`src/rtl/cfw_pkg.sv`:
```
package cfw_pkg;
  localparam int DEF_NODE_W = 3;
  localparam int DEF_OP_W   = 8;

  typedef enum logic {
    SRC_ENTRY = 1'b0,
    SRC_SUCC  = 1'b1
  } legal_src_e;
endpackage

```
`src/rtl/cfw_table.sv`:
```
module cfw_table #(
  parameter int NODE_W = 3,
  parameter int OP_W   = 8
) (
  input  logic              clk,
  input  logic              rst_n,
  input  logic              wr_en,
  input  logic [NODE_W-1:0] wr_node,
  input  logic              wr_entry,
  input  logic [NODE_W-1:0] wr_nxt0,
  input  logic              wr_nxt0_ok,
  input  logic [NODE_W-1:0] wr_nxt1,
  input  logic              wr_nxt1_ok,
  input  logic [OP_W-1:0]   wr_sum,
  input  logic [NODE_W-1:0] cur_idx,
  output logic [NODE_W-1:0] cur_nxt0,
  output logic              cur_nxt0_ok,
  output logic [NODE_W-1:0] cur_nxt1,
  output logic              cur_nxt1_ok,
  output logic [OP_W-1:0]   cur_sum,
  input  logic [NODE_W-1:0] new_idx,
  output logic              new_entry
);
  localparam int NODES = 1 << NODE_W;

  logic              entry_q [NODES];
  logic [NODE_W-1:0] nxt0_q  [NODES];
  logic              ok0_q   [NODES];
  logic [NODE_W-1:0] nxt1_q  [NODES];
  logic              ok1_q   [NODES];
  logic [OP_W-1:0]   sum_q   [NODES];

  for (genvar g = 0; g < NODES; g++) begin : g_rec
    always_ff @(posedge clk) begin
      if (!rst_n) begin
        entry_q[g] <= 1'b0;
        nxt0_q[g]  <= '0;
        ok0_q[g]   <= 1'b0;
        nxt1_q[g]  <= '0;
        ok1_q[g]   <= 1'b0;
        sum_q[g]   <= '0;
      end else if (wr_en && (wr_node == NODE_W'(g))) begin
        entry_q[g] <= wr_entry;
        nxt0_q[g]  <= wr_nxt0;
        ok0_q[g]   <= wr_nxt0_ok;
        nxt1_q[g]  <= wr_nxt1;
        ok1_q[g]   <= wr_nxt1_ok;
        sum_q[g]   <= wr_sum;
      end
    end
  end

  always_comb begin
    cur_nxt0    = nxt0_q[cur_idx];
    cur_nxt0_ok = ok0_q[cur_idx];
    cur_nxt1    = nxt1_q[cur_idx];
    cur_nxt1_ok = ok1_q[cur_idx];
    cur_sum     = sum_q[cur_idx];
    new_entry   = entry_q[new_idx];
  end
endmodule

```
`src/rtl/cfw_seq_check.sv`:
```
module cfw_seq_check
  import cfw_pkg::*;
#(
  parameter int NODE_W = 3
) (
  input  logic              clk,
  input  logic              rst_n,
  input  logic              take,
  input  logic [NODE_W-1:0] node,
  input  logic              node_is_entry,
  input  logic [NODE_W-1:0] nxt0,
  input  logic              nxt0_ok,
  input  logic [NODE_W-1:0] nxt1,
  input  logic              nxt1_ok,
  input  logic              enable,
  input  logic              clear,
  output logic [NODE_W-1:0] cur_node,
  output logic              err
);
  logic       started_q;
  logic       err_q;
  logic       terminal;
  logic       legal;
  logic       raise;
  legal_src_e src;

  always_comb begin
    terminal = !nxt0_ok && !nxt1_ok;
    src      = (!started_q || terminal) ? SRC_ENTRY : SRC_SUCC;
    if (src == SRC_ENTRY) legal = node_is_entry;
    else                  legal = (nxt0_ok && node == nxt0) || (nxt1_ok && node == nxt1);
    raise    = take && enable && !legal;
  end

  always_ff @(posedge clk) begin
    if (!rst_n) begin
      started_q <= 1'b0;
      cur_node  <= '0;
      err_q     <= 1'b0;
    end else begin
      if (take) begin
        started_q <= 1'b1;
        cur_node  <= node;
      end
      err_q <= (err_q && !clear) || raise;
    end
  end

  assign err = err_q;
endmodule

```
`src/rtl/cfw_sum_check.sv`:
```
module cfw_sum_check #(
  parameter int OP_W = 8
) (
  input  logic            clk,
  input  logic            rst_n,
  input  logic            take,
  input  logic            op_valid,
  input  logic [OP_W-1:0] opcode,
  input  logic            leave,
  input  logic [OP_W-1:0] expect_sum,
  input  logic            enable,
  input  logic            clear,
  output logic            active,
  output logic            err
);
  logic [OP_W-1:0] acc_q;
  logic [OP_W-1:0] op_in;
  logic [OP_W-1:0] final_sum;
  logic            active_q;
  logic            err_q;
  logic            raise;

  always_comb begin
    op_in     = op_valid ? opcode : '0;
    final_sum = take ? acc_q : (acc_q ^ op_in);
    raise     = leave && active_q && enable && (final_sum != expect_sum);
  end

  always_ff @(posedge clk) begin
    if (!rst_n) begin
      acc_q    <= '0;
      active_q <= 1'b0;
      err_q    <= 1'b0;
    end else begin
      if (take)          acc_q <= op_in;
      else if (active_q) acc_q <= acc_q ^ op_in;

      if (take)       active_q <= 1'b1;
      else if (leave) active_q <= 1'b0;

      err_q <= (err_q && !clear) || raise;
    end
  end

  assign active = active_q;
  assign err    = err_q;
endmodule

```
`src/rtl/cf_watchdog.sv`:
```
module cf_watchdog #(
  parameter int NODE_W = cfw_pkg::DEF_NODE_W,
  parameter int OP_W   = cfw_pkg::DEF_OP_W
) (
  input  logic              clk,
  input  logic              rst_n,
  input  logic              cfg_we,
  input  logic [NODE_W-1:0] cfg_node,
  input  logic              cfg_entry,
  input  logic [NODE_W-1:0] cfg_nxt0,
  input  logic              cfg_nxt0_ok,
  input  logic [NODE_W-1:0] cfg_nxt1,
  input  logic              cfg_nxt1_ok,
  input  logic [OP_W-1:0]   cfg_sum,
  input  logic              rep_valid,
  output logic              rep_ready,
  input  logic [NODE_W-1:0] rep_node,
  input  logic              ins_valid,
  input  logic [OP_W-1:0]   ins_opcode,
  input  logic              exit_stb,
  input  logic              chk_seq_en,
  input  logic              chk_sum_en,
  input  logic              err_clr,
  output logic              seq_err,
  output logic              sum_err
);
  logic              take;
  logic [NODE_W-1:0] cur_node;
  logic [NODE_W-1:0] nxt0;
  logic              nxt0_ok;
  logic [NODE_W-1:0] nxt1;
  logic              nxt1_ok;
  logic [OP_W-1:0]   exp_sum;
  logic              new_entry;
  logic              node_active;

  assign rep_ready = !cfg_we;
  assign take      = rep_valid && rep_ready;

  cfw_table #(.NODE_W(NODE_W), .OP_W(OP_W)) u_table (
    .clk         (clk),
    .rst_n       (rst_n),
    .wr_en       (cfg_we),
    .wr_node     (cfg_node),
    .wr_entry    (cfg_entry),
    .wr_nxt0     (cfg_nxt0),
    .wr_nxt0_ok  (cfg_nxt0_ok),
    .wr_nxt1     (cfg_nxt1),
    .wr_nxt1_ok  (cfg_nxt1_ok),
    .wr_sum      (cfg_sum),
    .cur_idx     (cur_node),
    .cur_nxt0    (nxt0),
    .cur_nxt0_ok (nxt0_ok),
    .cur_nxt1    (nxt1),
    .cur_nxt1_ok (nxt1_ok),
    .cur_sum     (exp_sum),
    .new_idx     (rep_node),
    .new_entry   (new_entry)
  );

  cfw_seq_check #(.NODE_W(NODE_W)) u_seq (
    .clk           (clk),
    .rst_n         (rst_n),
    .take          (take),
    .node          (rep_node),
    .node_is_entry (new_entry),
    .nxt0          (nxt0),
    .nxt0_ok       (nxt0_ok),
    .nxt1          (nxt1),
    .nxt1_ok       (nxt1_ok),
    .enable        (chk_seq_en),
    .clear         (err_clr),
    .cur_node      (cur_node),
    .err           (seq_err)
  );

  cfw_sum_check #(.OP_W(OP_W)) u_sum (
    .clk        (clk),
    .rst_n      (rst_n),
    .take       (take),
    .op_valid   (ins_valid),
    .opcode     (ins_opcode),
    .leave      (exit_stb),
    .expect_sum (exp_sum),
    .enable     (chk_sum_en),
    .clear      (err_clr),
    .active     (node_active),
    .err        (sum_err)
  );
endmodule

```
`config.mk`:
```
export PLATFORM = sky130hd
export DESIGN_NAME = cf_watchdog
export DESIGN_NICKNAME = d
export VERILOG_FILES = /design/src/rtl/cfw_pkg.sv /design/src/rtl/cfw_table.sv /design/src/rtl/cfw_seq_check.sv /design/src/rtl/cfw_sum_check.sv /design/src/rtl/cf_watchdog.sv
export SDC_FILE = /design/constraint.sdc
export NUM_CORES = 1
export LEC_CHECK = 0
export ABC_CLOCK_PERIOD_IN_PS = 3100
export CORE_MARGIN = 2
export CORE_UTILIZATION = 60
export DETAILED_ROUTE_END_ITERATION = 12
export PLACE_DENSITY = 0.8
export SLEW_MARGIN = 10
export SYNTH_ARGS = -nofsm -noshare
export SYNTH_HDL_FRONTEND = slang
export SYNTH_SLANG_ARGS = --single-unit
export TNS_END_PERCENT = 1
```
`constraint.sdc`:
```
create_clock -name clk -period 3.1 [get_ports clk]
set_input_delay 0.465 -clock clk [delete_from_list [all_inputs] [get_ports clk]]
set_output_delay 0.465 -clock clk [all_outputs]
set_load 0.03 [all_outputs]
```
**After elaboration in Yosys (flattened, before gate mapping)**

Memory sizes are Yosys's and may differ from the RTL's. A register that Yosys moved wholly into a read port is not among the register bits.
Index checks and enable logic that the tools add are counted.

- Memories kept: 6
- Logic and storage cells: 193
- Register bits after elaboration: 15
- ROM bits: 0
- RAM bits: 136
- Input port bits: 40
- Bits in latches: 0

Memories:

| memory | words | width | read ports | clocked after Yosys merged registers in | write ports | line | source |
|---|---|---|---|---|---|---|---|
| u_table.sum_q | 8 | 8 | 1 | 1 | 8 | cfw_table.sv:31 | `logic [OP_W-1:0] sum_q [NODES];` |
| u_table.nxt0_q | 8 | 3 | 1 | 1 | 8 | cfw_table.sv:27 | `logic [NODE_W-1:0] nxt0_q [NODES];` |
| u_table.nxt1_q | 8 | 3 | 1 | 1 | 8 | cfw_table.sv:29 | `logic [NODE_W-1:0] nxt1_q [NODES];` |
| u_table.entry_q | 8 | 1 | 1 | 0 | 8 | cfw_table.sv:26 | `logic entry_q [NODES];` |
| u_table.ok0_q | 8 | 1 | 1 | 1 | 8 | cfw_table.sv:28 | `logic ok0_q [NODES];` |
| u_table.ok1_q | 8 | 1 | 1 | 1 | 8 | cfw_table.sv:30 | `logic ok1_q [NODES];` |

- Reductions and logical operators: 32
- Multiplexer cells: 90
- Bitwise operators: 49
- Divide/modulo/power cells: 0
- Eq/ne operators: 10
- Order comparisons: 0
- Shifts and indexed selects: 0
- $mul: 0
- $add $sub $neg: 0

Operators by type and width:

| kind | count |
|---|---|
| 8-bit 2-to-1 mux | 12 |
| 3-bit 2-to-1 mux | 26 |
| 1-bit 2-to-1 mux | 52 |
| 1-bit bitwise OR | 48 |
| 1-bit logical AND | 19 |
| 3-bit == test, second input constant | 4 |
| 8-bit != test | 1 |
| 8-bit XOR | 1 |
| 3-bit by 2-bit == test with 1-bit output, second input constant | 2 |
| 3-bit == test | 2 |
| 1-bit zero test | 6 |
| 1-bit logical OR | 4 |
| 2-bit nonzero test | 2 |
| 3-bit by 1-bit == test with 1-bit output, second input constant | 1 |
| 3-bit zero test | 1 |

**Longest topological paths before layout**

- Depth after elaboration: 7
- Gate-level depth with buffers: 8

**Modules after synthesis**

A second synthesis with hierarchy kept.

- Cells, all modules: 490
- Area total of the unflattened synthesis: 7254.5 µm²

Modules (own cells, without submodules):

| module | sequential area each (µm²) | times used | area each (µm²) | cells each |
|---|---|---|---|---|
| cfw_table | 4053.9 | 1 | 6206.0 | 365 |
| cfw_sum_check | 200.2 | 1 | 768.2 | 94 |
| cfw_seq_check | 100.1 | 1 | 270.3 | 29 |
| cf_watchdog | 0.0 | 1 | 10.0 | 2 |

**Worst setup path before layout**

Ideal clock, no wire load.

- Path type: input -> register
- Start point: in cfg_node[1]
- End point: mem u_table.entry_q[0], enable pin
- Data required time: 2.685 ns
- Slack: 0.467 ns
- Library setup time: 0.415 ns
- Arrival time: 2.219 ns
- Stages on the path: 3
- Cell sequence: clkbuf_1 or2_2 o21ai_0

RTL lines:

| item | line | source |
|---|---|---|
| start: declaration | cf_watchdog.sv:8 | `input logic [NODE_W-1:0] cfg_node,` |
| end: declaration | cfw_table.sv:26 |  |

==> impl_results.md <==
- Master cell of the clock root buffer: clkbuf_16
- Critical Path Sink Type: register
- Synthesized instance count: 530
- Worst clock skew: 4.633 ps
- Pin count of the biggest net entering global routing: 32
- Port bufs: 42
- Seq pwr share: 49.7%
- Worst path bufs/invs: 1
- Worst reg-to-reg path cell count: 7
- Antenna violations before repair: 0
- Clk pwr share: 41.2%
- CTS clock-pin slew for the worst setup and hold paths: 60 ps
- Placed wire-length estimate: 10600 um
- Worst reg-to-reg setup slack: 580 ps
- Initial cell density of the core: 60.96%
- Worst Hold End: u_seq.cur_node[0]$_SDFFE_PN0P_
- Util after Layout: 71.99%
- Final worst hold slack: 476.6 ps
- Cell family with most CP delay: multiplexers
- Setup TNS: 0 ps
- Leading area contributor after synthesis: edfxtp_1
- Netlist area before placement: 7231 um^2
- Net count of the finished layout: 629
- I/O pin total: 43
- Count of TritonRoute iterations in the first routing pass: 5
- Via count of the first global-routing pass: 4580
- Upper clock frequency limit: 0.3969 GHz
- DIE AREA: 12940 um^2
- Htree depth: 4
- Net Switching: 1.063 mW
- Cts-stage hold buffer count: 0
- Hold Path Class: register to register
- Number of max-cap violations: 0
- Ratio of total power to cell area: 573.2 nW/um^2
- Post-route worst setup slack: 580.6 ps
- Slowest cell on crit path: dfxtp_2
- Vias after detailed routing: 4586
- Fraction of power consumed by combinational cells: 9.1%
- Placeable core area: 11860 um^2
- Period utilization: 81.27%
- Run status: finished clean
- Reg-to-reg critical path endpoint: u_sum.err$_SDFF_PN0_
- Reported leakage power: 2.964 nW
- Area growth, synth to finish: 18.10%
- ANT cells: 0
- Global route total overflow: 0
- Skew-Pair Late Insertion Delay: 420 ps
- Post CTS Setup Buffer Count: 0
- First-pass GRT wire length: 25330 um
- TritonCTS buffer count: 17
- Worst-path cell chain: buf_12 -> mux4_2 -> mux2i_1 -> nor3_1 -> nor4b_1 -> and4_1 -> o21ai_1
- RSZ-0062 raised after global routing: no
- Ranking of synthesized cells by area: edfxtp_1, and2_1, mux4_2
- Warning count from the yosys run: 0
- Width of the die: 113.8 um
- Total setup violations reported at the end of the flow: 0
- Max rail drop VDD: 0.0003543 V
- Average cell area after synthesis: 13.64 um^2
- Per-cell routed wire length: 22.15 um
- Routability-driven placement congestion ratio: 0.9843
- Most instantiated library cell after synthesis: and2_1
- Share of final-layout standard cells stronger than drive strength 1: 15.50%
- Share of Yosys cell area claimed by the top area cell type: 55.23%
- Biggest fanout along the worst timing path: 11
- Data required, critical path: 3410 ps
- Seq cells post-synth: 154
- Sequential element share of the synthesized area: 61.05%
- Slew at the pin with the worst max-slew slack: 1214 ps
- Critical Path Start Type: register
- Synth cell types: 44
- Number of endpoints with negative hold slack in the final report: 0
- Depth of the worst hold-timing path: 2
- Initial detailed-routing violation count: 402
- Num rows: 40
- Maximum buffer depth of the clock tree: 2
- Worst slack at placement: 422.2 ps
- Sw Share: 21.72%
- Antenna-violating nets left: 0
- Post-synth EDFFs: 133
- Clock sink total: 154
- Via density per instance: 6.139
- Slew Limit Fails: 0
- Maximum cell stage delay along the critical path: 600 ps
- Setup Crit Path Kind: register to register
- Internal power: 3.832 mW
- Post-cts sizing count: 0
- Commonest cells in the synthesized netlist: and2_1, edfxtp_1, mux4_2, nand2_1, dfxtp_1
- Rel. slew slack: 18.75%
- Global Route Usage Sum: 26.93%
- Net Count, Synth: 570
- Hold path startpoint: u_seq.cur_node[0]$_SDFFE_PN0P_
- Most common flop cell mapped by yosys: edfxtp_1
- Arrival time at the worst endpoint: 2830 ps
- Post-layout min period: 2519 ps
- Number of remaining DRC errors: 0
- Total routed wirelength: 16550 um
- Height of the chip: 113.8 um
- CTS tree: built
- Share of synthesized flip-flops with an asynchronous set or reset: 0%
[power by group through the flow]
| stage | Clock (mW) | Combinational [mW] | Sequential, mW |
|---|---|---|---|
| floorplan | 0 | 0.259 | 2.45 |
| global placement | 0 | 0.429 | 2.46 |
| detailed placement | 0 | 0.439 | 2.47 |
| CTS | 2.03 | 0.444 | 2.43 |
| global route | 2.11 | 0.476 | 2.44 |
| finish | 2.02 | 0.445 | 2.43 |
[flip-flops by register name, indices dropped and copies added, names as in the netlist, named ones only]
| register | cells |
|---|---|
| u_sum.active | 1 |
| u_table.entry_q | 8 |
| u_table.nxt0_q | 24 |
| u_table.ok1_q | 8 |
| u_seq.cur_node | 3 |
| u_table.sum_q | 64 |
| u_sum.err | 1 |
| u_seq.started_q | 1 |
| u_sum.acc_q | 8 |
| u_table.ok0_q | 8 |
| u_table.nxt1_q | 24 |
| u_seq.err | 1 |
[metrics by stage]
step           instances  total power [mW]  instance area (um^2)
4_1_cts              747             4.907                  8539
5_1_grt              747             5.026                  8539
3_3_place_gp         717             2.891                  7976
3_5_place_dp         717             2.913                  7976
6_report             747             4.895                  8539
2_1_floorplan        530             2.710                  7231
[layer usage]
layer / wire length (um) / global-route usage (%) / up-vias
li1: - / - / 2081
met1: 6649 / 34.81 / 2285
met2: 8537 / 45.99 / 188
met3: 1016 / 5.260 / 32
met4: 342 / 9.593 / 0
met5: 0 / 0 / -
[layout by cell type, fill, tap and decap left out, types with 4 or more instances in the layout]
cell,n
clkdlybuf4s50_1,42
nor3_1,11
o21ai_0,7
o21a_1,10
nand2b_1,9
nand2_1,23
buf_4,22
nor2_1,7
a31oi_1,9
clkbuf_16,17
nand3_1,12
mux4_2,29
o21ai_2,5
nor2b_1,15
clkinv_2,5
and2_1,136
edfxtp_1,133
mux2i_1,17
a21oi_1,9
inv_1,4
dfxtp_1,20
[layout make-up]
type / count / area (um^2)
Sequential cell: 154 / 4415
Fill cell: 780 / 3322
Multi-Input combinational cell: 345 / 2716
Timing Repair Buffer: 67 / 645.6
Clock buffer: 19 / 432.9
Tap cell: 147 / 183.9
Clock inverter: 11 / 130.1
Inverter: 4 / 15.01
[worst max path at each step]
stage,start,to,cells after the start
floorplan,cfg_node[1],u_table.entry_q[0]$_DFFE_PP_,3
global placement,ins_valid,u_sum.err$_SDFF_PN0_,7
global route,register,u_sum.err$_SDFF_PN0_,7
finish,register,u_sum.err$_SDFF_PN0_,7
CTS,register,u_sum.err$_SDFF_PN0_,7
detailed placement,cfg_node[0],u_table.sum_q[2][0]$_SDFFCE_PN0P_,5
[kinds of logic (layout without fill, tap and decap cells)]
kind of cell / Yosys count / count (layout) / synth area share [%]
flops: 154 / 154 / 61.05
compound gates: 62 / 62 / 5.641
xor+xnor: 4 / 4 / 0.4846
mux: 50 / 50 / 12.22
simple gates: 229 / 229 / 18.71
buf+inv: 31 / 101 / 1.903
[tightest hold or removal path, stage by stage, from the launching register on]
cell	delay, ps
dfxtp_1	300
nand2_1	40
a21boi_0	80
No activity file was read; power rests on OpenSTA's default activity.
